## config.mk

```make
export PLATFORM = sky130hd
export DESIGN_NAME = xlat_cache
export DESIGN_NICKNAME = d
export VERILOG_FILES = /design/src/rtl/xlat_pkg.sv /design/src/rtl/xlat_fill.sv /design/src/rtl/xlat_store.sv /design/src/rtl/xlat_cache.sv
export SDC_FILE = /design/constraint.sdc
export NUM_CORES = 1
export LEC_CHECK = 0
export CAP_MARGIN = 30
export CORE_UTILIZATION = 37
export DETAILED_ROUTE_END_ITERATION = 8
export SLEW_MARGIN = 25
export SYNTH_ARGS = -nofsm -noshare
export SYNTH_HDL_FRONTEND = slang
export SYNTH_SLANG_ARGS = --single-unit
```

## constraint.sdc

```tcl
create_clock -name clk_i -period 8.3 [get_ports clk_i]
set_input_delay 2.075 -clock clk_i [delete_from_list [all_inputs] [get_ports clk_i]]
set_output_delay 2.075 -clock clk_i [all_outputs]
set_load 0.02 [all_outputs]
```

## src/rtl/xlat_pkg.sv

```systemverilog
package xlat_pkg;
  parameter int unsigned VPN_W   = 20;
  parameter int unsigned PFN_W   = 24;
  parameter int unsigned LEVELS  = 4;
  parameter int unsigned ENTRIES = 8;
  parameter int unsigned MT_W    = 3;
  parameter int unsigned LP_BITS = 9;

  localparam int unsigned IDX_W = $clog2(ENTRIES);
  localparam int unsigned LVL_W = $clog2(LEVELS);

  typedef struct packed {
    logic [VPN_W-1:0] vpn;
    logic             big;
    logic [PFN_W-1:0] pfn;
    logic             wr;
    logic             usr;
    logic             nx;
    logic             dirty;
    logic [MT_W-1:0]  mt;
  } xl_entry_t;

  typedef enum logic {F_IDLE, F_WAIT} fill_st_e;
endpackage

```

## src/rtl/xlat_fill.sv

```systemverilog
module xlat_fill
  import xlat_pkg::*;
(
  input  logic                   clk_i,
  input  logic                   rst_ni,
  input  logic                   fill_valid_i,
  output logic                   fill_ready_o,
  input  logic [VPN_W-1:0]       fill_vpn_i,
  input  logic [PFN_W-1:0]       fill_pfn_i,
  input  logic [LEVELS-1:0]      fill_p_i,
  input  logic [LEVELS-1:0]      fill_rsvd_i,
  input  logic [LEVELS-1:0]      fill_a_i,
  input  logic [LEVELS-1:0]      fill_wr_i,
  input  logic [LEVELS-1:0]      fill_usr_i,
  input  logic [LEVELS-1:0]      fill_nx_i,
  input  logic [LEVELS-1:0]      fill_big_i,
  input  logic [LEVELS-1:0]      fill_dirty_i,
  input  logic [LEVELS*MT_W-1:0] fill_mt_i,
  input  logic                   nxe_i,
  output logic [LEVELS-1:0]      acc_req_o,
  input  logic                   acc_ack_i,
  output logic                   wr_en_o,
  output xl_entry_t              wr_entry_o
);
  fill_st_e          st_q;
  xl_entry_t         hold_q, new_e;
  logic [LEVELS-1:0] mask_q, used, acc_mask;
  logic [LVL_W-1:0]  fin;
  logic              ok, accept;

  // final level: first big-page level from the root, else the leaf
  always_comb begin
    fin = LVL_W'(LEVELS-1);
    for (int l = LEVELS-1; l >= 0; l--)
      if (fill_big_i[l]) fin = LVL_W'(l);
    for (int l = 0; l < LEVELS; l++)
      used[l] = (l <= int'(fin));
  end

  assign ok       = &(~used | (fill_p_i & ~fill_rsvd_i));
  assign acc_mask = used & ~fill_a_i;

  always_comb begin
    new_e       = '0;
    new_e.vpn   = fill_vpn_i;
    new_e.pfn   = fill_pfn_i;
    new_e.big   = (fin != LVL_W'(LEVELS-1));
    new_e.wr    = &(fill_wr_i | ~used);
    new_e.usr   = &(fill_usr_i | ~used);
    new_e.nx    = nxe_i & (|(fill_nx_i & used));
    new_e.dirty = fill_dirty_i[fin];
    new_e.mt    = fill_mt_i[fin*MT_W +: MT_W];
  end

  assign fill_ready_o = (st_q == F_IDLE);
  assign accept       = fill_valid_i && fill_ready_o;
  assign acc_req_o    = (st_q == F_WAIT) ? mask_q : '0;
  assign wr_en_o      = ((st_q == F_WAIT) && acc_ack_i) || (accept && ok && (acc_mask == '0));
  assign wr_entry_o   = (st_q == F_WAIT) ? hold_q : new_e;

  always_ff @(posedge clk_i or negedge rst_ni) begin
    if (!rst_ni) begin
      st_q   <= F_IDLE;
      mask_q <= '0;
      hold_q <= '0;
    end else if (st_q == F_IDLE) begin
      if (accept && ok && (acc_mask != '0)) begin
        st_q   <= F_WAIT;
        mask_q <= acc_mask;
        hold_q <= new_e;
      end
    end else if (acc_ack_i) begin
      st_q   <= F_IDLE;
      mask_q <= '0;
    end
  end


  req_hold_chk: assert property (@(posedge clk_i) disable iff (!rst_ni)
    (!fill_ready_o && !acc_ack_i) |=> (!fill_ready_o && $stable(acc_req_o)));
endmodule

```

## src/rtl/xlat_store.sv

```systemverilog
module xlat_store
  import xlat_pkg::*;
(
  input  logic             clk_i,
  input  logic             rst_ni,
  input  logic [VPN_W-1:0] lk_vpn_i,
  input  logic             lk_kill_i,
  output logic             hit_o,
  output logic [PFN_W-1:0] pfn_o,
  output xl_entry_t        ent_o,
  input  logic             wr_en_i,
  input  xl_entry_t        wr_entry_i,
  input  logic             inval_i,
  input  logic [VPN_W-1:0] inval_vpn_i,
  input  logic             flush_i
);
  xl_entry_t          ent_q [ENTRIES];
  logic [ENTRIES-1:0] vld_q, vld_nxt, hit_vec, inv_vec, ovl_vec;
  logic [IDX_W-1:0]   rr_q, victim;
  logic               use_rr, found;
  xl_entry_t          sel;

  function automatic logic pg_match(xl_entry_t e, logic [VPN_W-1:0] v);
    if (e.big) return e.vpn[VPN_W-1:LP_BITS] == v[VPN_W-1:LP_BITS];
    return e.vpn == v;
  endfunction

  function automatic logic pg_overlap(xl_entry_t e, xl_entry_t n);
    return (e.vpn[VPN_W-1:LP_BITS] == n.vpn[VPN_W-1:LP_BITS]) &&
           (e.big || n.big || (e.vpn[LP_BITS-1:0] == n.vpn[LP_BITS-1:0]));
  endfunction

  for (genvar i = 0; i < ENTRIES; i++) begin : g_cmp
    assign hit_vec[i] = vld_q[i] && pg_match(ent_q[i], lk_vpn_i);
    assign inv_vec[i] = vld_q[i] && pg_match(ent_q[i], inval_vpn_i);
    assign ovl_vec[i] = vld_q[i] && pg_overlap(ent_q[i], wr_entry_i);
  end

  always_comb begin
    sel = '0;
    for (int i = 0; i < ENTRIES; i++)
      if (hit_vec[i]) sel = xl_entry_t'(sel | ent_q[i]);
  end

  assign hit_o = (|hit_vec) && !lk_kill_i;
  assign ent_o = hit_o ? sel : '0;
  assign pfn_o = !hit_o ? '0 :
                 sel.big ? {sel.pfn[PFN_W-1:LP_BITS], lk_vpn_i[LP_BITS-1:0]} : sel.pfn;

  // victim: overlapping entry, else lowest free slot, else round-robin
  always_comb begin
    victim = rr_q;
    use_rr = 1'b1;
    found  = 1'b0;
    for (int i = 0; i < ENTRIES; i++)
      if (!found && ovl_vec[i]) begin
        victim = IDX_W'(i); found = 1'b1; use_rr = 1'b0;
      end
    for (int i = 0; i < ENTRIES; i++)
      if (!found && !vld_q[i]) begin
        victim = IDX_W'(i); found = 1'b1; use_rr = 1'b0;
      end
  end

  always_comb begin
    vld_nxt = vld_q;
    if (flush_i)      vld_nxt = '0;
    else if (inval_i) vld_nxt = vld_q & ~inv_vec;
    if (wr_en_i) begin
      vld_nxt         = vld_nxt & ~ovl_vec;
      vld_nxt[victim] = 1'b1;
    end
  end

  always_ff @(posedge clk_i or negedge rst_ni) begin
    if (!rst_ni) begin
      vld_q <= '0;
      rr_q  <= '0;
    end else begin
      vld_q <= vld_nxt;
      if (wr_en_i && use_rr)
        rr_q <= (rr_q == IDX_W'(ENTRIES-1)) ? '0 : rr_q + 1'b1;
    end
  end

  always_ff @(posedge clk_i)
    if (wr_en_i) ent_q[victim] <= wr_entry_i;


  one_hit_chk: assert property (@(posedge clk_i) disable iff (!rst_ni) $onehot0(hit_vec));

  install_chk: assert property (@(posedge clk_i) disable iff (!rst_ni)
    wr_en_i |=> vld_q[$past(victim)]);

  flush_empty_chk: assert property (@(posedge clk_i) disable iff (!rst_ni)
    (flush_i && !wr_en_i) |=> (vld_q == '0));
endmodule

```

## src/rtl/xlat_cache.sv

```systemverilog
module xlat_cache
  import xlat_pkg::*;
(
  input  logic                   clk_i,
  input  logic                   rst_ni,
  input  logic [VPN_W-1:0]       lk_vpn_i,
  output logic                   lk_hit_o,
  output logic [PFN_W-1:0]       lk_pfn_o,
  output logic                   lk_wr_o,
  output logic                   lk_usr_o,
  output logic                   lk_nx_o,
  output logic                   lk_dirty_o,
  output logic [MT_W-1:0]        lk_mt_o,
  input  logic                   fill_valid_i,
  output logic                   fill_ready_o,
  input  logic [VPN_W-1:0]       fill_vpn_i,
  input  logic [PFN_W-1:0]       fill_pfn_i,
  input  logic [LEVELS-1:0]      fill_p_i,
  input  logic [LEVELS-1:0]      fill_rsvd_i,
  input  logic [LEVELS-1:0]      fill_a_i,
  input  logic [LEVELS-1:0]      fill_wr_i,
  input  logic [LEVELS-1:0]      fill_usr_i,
  input  logic [LEVELS-1:0]      fill_nx_i,
  input  logic [LEVELS-1:0]      fill_big_i,
  input  logic [LEVELS-1:0]      fill_dirty_i,
  input  logic [LEVELS*MT_W-1:0] fill_mt_i,
  input  logic                   nxe_i,
  output logic [LEVELS-1:0]      acc_req_o,
  input  logic                   acc_ack_i,
  input  logic                   inval_i,
  input  logic [VPN_W-1:0]       inval_vpn_i,
  input  logic                   flush_i
);
  logic      wr_en, lk_kill;
  xl_entry_t wr_entry, lk_ent;

  xlat_fill u_fill (
    .clk_i, .rst_ni, .fill_valid_i, .fill_ready_o, .fill_vpn_i, .fill_pfn_i,
    .fill_p_i, .fill_rsvd_i, .fill_a_i, .fill_wr_i, .fill_usr_i, .fill_nx_i,
    .fill_big_i, .fill_dirty_i, .fill_mt_i, .nxe_i, .acc_req_o, .acc_ack_i,
    .wr_en_o(wr_en), .wr_entry_o(wr_entry)
  );

  // same-cycle fill of the looked-up page reports a miss
  assign lk_kill = fill_valid_i && fill_ready_o && (lk_vpn_i == fill_vpn_i);

  xlat_store u_store (
    .clk_i, .rst_ni, .lk_vpn_i, .lk_kill_i(lk_kill), .hit_o(lk_hit_o),
    .pfn_o(lk_pfn_o), .ent_o(lk_ent), .wr_en_i(wr_en), .wr_entry_i(wr_entry),
    .inval_i, .inval_vpn_i, .flush_i
  );

  assign lk_wr_o    = lk_ent.wr;
  assign lk_usr_o   = lk_ent.usr;
  assign lk_nx_o    = lk_ent.nx;
  assign lk_dirty_o = lk_ent.dirty;
  assign lk_mt_o    = lk_ent.mt;


  root_absent_chk: assert property (@(posedge clk_i) disable iff (!rst_ni)
    (fill_valid_i && fill_ready_o && !fill_p_i[0]) |-> !wr_en);

  reject_ready_chk: assert property (@(posedge clk_i) disable iff (!rst_ni)
    (fill_valid_i && fill_ready_o && (fill_rsvd_i[0] || !fill_p_i[0])) |=> fill_ready_o);
endmodule

```

==> metrics list <==
- CP max-delay cell: sky130_fd_sc_hd__clkdlybuf4s50_1
* Max-cap violations: 0
- In the synthesized netlist the dominant register cell turns out to be sky130_fd_sc_hd__edfxtp_1.
* Leading cell types by total area after synthesis: sky130_fd_sc_hd__edfxtp_1, sky130_fd_sc_hd__xnor2_1, sky130_fd_sc_hd__dfrtp_1, sky130_fd_sc_hd__xor2_1, sky130_fd_sc_hd__mux2_2
- The region available for standard cell placement spans 0.0634 mm^2.
- Row generation in the floorplan step produced 92 rows.
* Post-detailed-route DRC marker count: 0
- The min-delay analysis places its worst path in the category reg -> reg.
- For this design the ratio of total power to cell area is 201 mW/mm^2.
- Async SR Flop Fraction: 14.0%
- For the worst setup path, the data required time is 6230 ps.
- Number of clock sinks: 484
* Crit Reg-Reg Endpoint: u_store.ent_q[4][3]$_DFFE_PP_
- Number of cells in the finished layout apart from fillers: 2834
- Total stage count of the critical path: 13
* Number of antenna violations at the first check in global routing: 0
* Overall die width: 256 um
* Slowest cell delay on critical path: 800 ps
- Entering global routing, the biggest net connects 56 pins.
- RePlAce Congestion: 0.921
- Hold-fix buffer count after cts: 0
- Synthesis instantiated 61 different standard cells from the library.
* Post-layout nets: 2082
* Pre-Repair DR Iteration Count: 5
* Area of the mapped netlist: 0.0239 mm^2
- The run finished with clean final reports.
- Share of layout cells above drive strength 1: 14.0%
* Detail Placement HPWL: 49.9 mm
- Unrepaired setup endpoints after global routing: false
- In this run the register-to-register setup slack is 2690 ps.
* Crit-path leading delay family: buffers and inverters
- Static timing analysis puts the maximum clock frequency at 123 MHz.
* Final non-filler cell area: 0.0289 mm^2
- CP Launch Type: primary input
- In this run the deepest clock path goes through 3 buffers.
- Mapped Cells: 1738
* Total of fill cells in the finished design: 5559
- Relative to the synthesized area, the layout overhead comes to 21.1%.
- Dividing the detail-routed wire length by the instance count gives 26.7 um.
- The placed instances occupy a cell area of 0.0272 mm^2.
- Final cycle utilization of the critical path: 97.6%
* Area of the die: 0.0656 mm^2
* Leakage power total: 9.19 nW
- Slew HR: 32.1%
- The worst-case IR drop observed on VDD is 161 uV.
- Critical path endpoint: lk_pfn_o[2]
* Ratio of routed vias to standard cells: 5.54
- Net Count, Synth: 1875
- The number of global-route vias before repair came to 16200.
* Average size of a mapped cell: 13.8 um^2
- Crit path max fanout: 14
* Initial core utilization: 37.7%
- Path depth of the worst reg2reg path: 12
- Buffers added to address setup during post-CTS repair amount to 0.
* Crit path buf inv count: 5
- Number of diodes added for antenna fixing: 0
* Number of flops mapped to enable cells by yosys: 416
- The critical path is of the in -> out type.
* Number of vias in the routed layout: 15700
- The count of buffers added on input and output ports is 170.
- Library cell occupying the most area in the post-synthesis netlist: sky130_fd_sc_hd__edfxtp_1
* Period minus WS final: 8100 ps
* First-pass GRT wire length: 110 mm
- Die boundary height: 256 um
* Launching element of the worst setup path: lk_vpn_i[11]
- Sequential cells were found to cover 59.4% of the synthesized design area.
- For the worst setup path, the data arrival time is 6030 ps.
- Iter 0 DRT Violations: 1453
* Yosys top cell area share: 52.3%
- Setup TNS: 0 ps
- Across every metal layer, demand over resource in global routing totals 22.9%.
* # IOs: 172
- TritonCTS buffer count: 51
* Max-slew violations: 0
- Cell occurring most often along the worst timing path: sky130_fd_sc_hd__buf_4
- Detailed Route WL: 75.7 mm
* Worst clock skew: 41.7 ps
- Count of cells resized by post-cts repair: 0
* Synthesis Warnings: 0
- Clock insertion delay at the later pin of the skew report: 640 ps
* Number of endpoints with negative hold slack in the final report: 0
* Slew at the pin closest to its max-slew limit: 999 ps
- TritonCTS built the clock tree.
- Setup violations remaining at the end of the flow were counted as 0.
- Leading cell types by count after synthesis: sky130_fd_sc_hd__edfxtp_1, sky130_fd_sc_hd__xnor2_1, sky130_fd_sc_hd__xor2_1
- After detailed placement, the design holds a cell count of 2737.
- The worst register-to-register path begins at u_fill.st_q$_DFF_PN0_.
- STA classifies the critical path endpoint as a primary output.
* CP Cell Sequence: clkdlybuf4s50_1 -> buf_4 -> xnor2_1 -> nand4_1 -> nor3_1 -> buf_4 -> a22oi_1 -> nand2_1 -> a2111oi_2 -> buf_4 -> nor2_1 -> a311oi_1 -> clkdlybuf4s50_1
- Register bit count reported by yosys: 484
- The count of nets left with antenna violations once routing finished came out at 0.
- Clock-pin slew was measured on the worst setup and hold paths at 60 ps.
- Level count of the clock H-tree: 2
* Most frequent cell after synthesis: sky130_fd_sc_hd__edfxtp_1
- Clk root buf: sky130_fd_sc_hd__clkbuf_16
- Total congestion overflow: 0
[cell type report]
cell class	count	area, um^2	share of cell area, %
inverters	28	105	0.363
repair buffers	244	2470	8.54
multi-input cells	1136	9320	32.2
well taps	846	1060	3.66
clock inverters	40	472	1.63
clock buffers	56	1320	4.54
flip-flops and latches	484	14200	49.1
[kinds of logic (layout without fill, tap and decap cells)]
family	after synthesis	after routing	synth area share (%)
xor+xnor	500	500	18.3
simple gates	284	284	6.87
fa+ha+maj	2	2	0.105
buf+inv	118	368	2.02
flops	484	484	59.4
compound gates	251	251	7.89
mux	99	99	5.44
[placed cells by master (no fill, tap or decap), drive strengths merged, types with 3 or more instances in the layout]
cell type | Yosys | layout
a31oi | 31 | 31
buf | 24 | 75
a311oi | 13 | 13
o22ai | 3 | 3
nor3 | 21 | 21
o21a | 10 | 10
clkbuf | 66 | 56
xnor2 | 356 | 356
nor4 | 38 | 38
xor2 | 144 | 144
mux2i | 24 | 24
nand2 | 38 | 38
and2 | 5 | 5
nand4 | 94 | 94
nand3 | 17 | 17
a221oi | 36 | 36
nor2 | 40 | 40
mux2 | 75 | 75
clkdlybuf4s50 | 0 | 169
a22oi | 54 | 54
clkinv | 0 | 30
o21ai | 27 | 27
nand4b | 8 | 8
or4 | 8 | 8
edfxtp | 416 | 416
dfrtp | 68 | 68
a22o | 37 | 37
a21oi | 19 | 19
inv | 28 | 28
o221ai | 4 | 4
or3 | 4 | 4
bufinv | 0 | 8
[state kept, by name, indices dropped and copies added (netlist names)]
name	count
u_fill.hold_q	52
u_fill.mask_q	4
u_fill.st_q	1
u_store.ent_q	416
u_store.rr_q	3
u_store.vld_q	8
[worst min-delay path by stage]
stage	depth (start not counted)	startpoint	end	slack (ps)
5_1_grt	2	u_fill.hold_q[2]$_DFFE_PN0P_	u_fill.hold_q[2]$_DFFE_PN0P_	510
4_1_cts	2	u_fill.hold_q[5]$_DFFE_PN0P_	u_fill.hold_q[5]$_DFFE_PN0P_	490
6_report	2	u_fill.hold_q[5]$_DFFE_PN0P_	u_fill.hold_q[5]$_DFFE_PN0P_	490
3_5_place_dp	2	u_fill.hold_q[5]$_DFFE_PN0P_	u_fill.hold_q[5]$_DFFE_PN0P_	470
3_3_place_gp	2	u_fill.hold_q[31]$_DFFE_PN0P_	u_fill.hold_q[31]$_DFFE_PN0P_	460
2_1_floorplan	2	u_fill.hold_q[31]$_DFFE_PN0P_	u_fill.hold_q[31]$_DFFE_PN0P_	450
[power breakdown]
group	total, mW	internal [mW]	switching, mW
registers	2.82	2.76	0.0610
logic	0.598	0.257	0.341
clock network	2.40	1.40	0.999
[metal layers]
metal	wire, um	global-route usage [%]	share of wire (%)
met1	33100	31.1	44
met2	36300	37.8	48
met3	4180	2.83	5.5
met4	2200	7.80	2.9
met5	0	0	0
[stage by stage]
| stage | hold WS [ps] | worst slack (ps) | util, % | power, mW |
|---|---|---|---|---|
| 6_report | 486 | 200 | 45.6 | 5.82 |
| 5_1_grt | 506 | 74.6 | 45.6 | 6.00 |
| 4_1_cts | 486 | 270 | 45.6 | 5.86 |
| 3_5_place_dp | 472 | 288 | 42.8 | 3.46 |
| 3_3_place_gp | 464 | 222 | 42.8 | 3.44 |
| 2_1_floorplan | 446 | 973 | - | 3.21 |
[worst register-to-register path: cells and delay by family, from the launching register on]
family | cells | cell delay (ps)
AND/OR/NAND/NOR | 4 | 1240
AO/OA/AOI/OAI | 4 | 1510
multiplexers | 1 | 820
buffers and inverters | 2 | 590
flip-flops | 1 | 880
XOR/XNOR | 1 | 200
No activity file was read; power rests on OpenSTA's default activity.
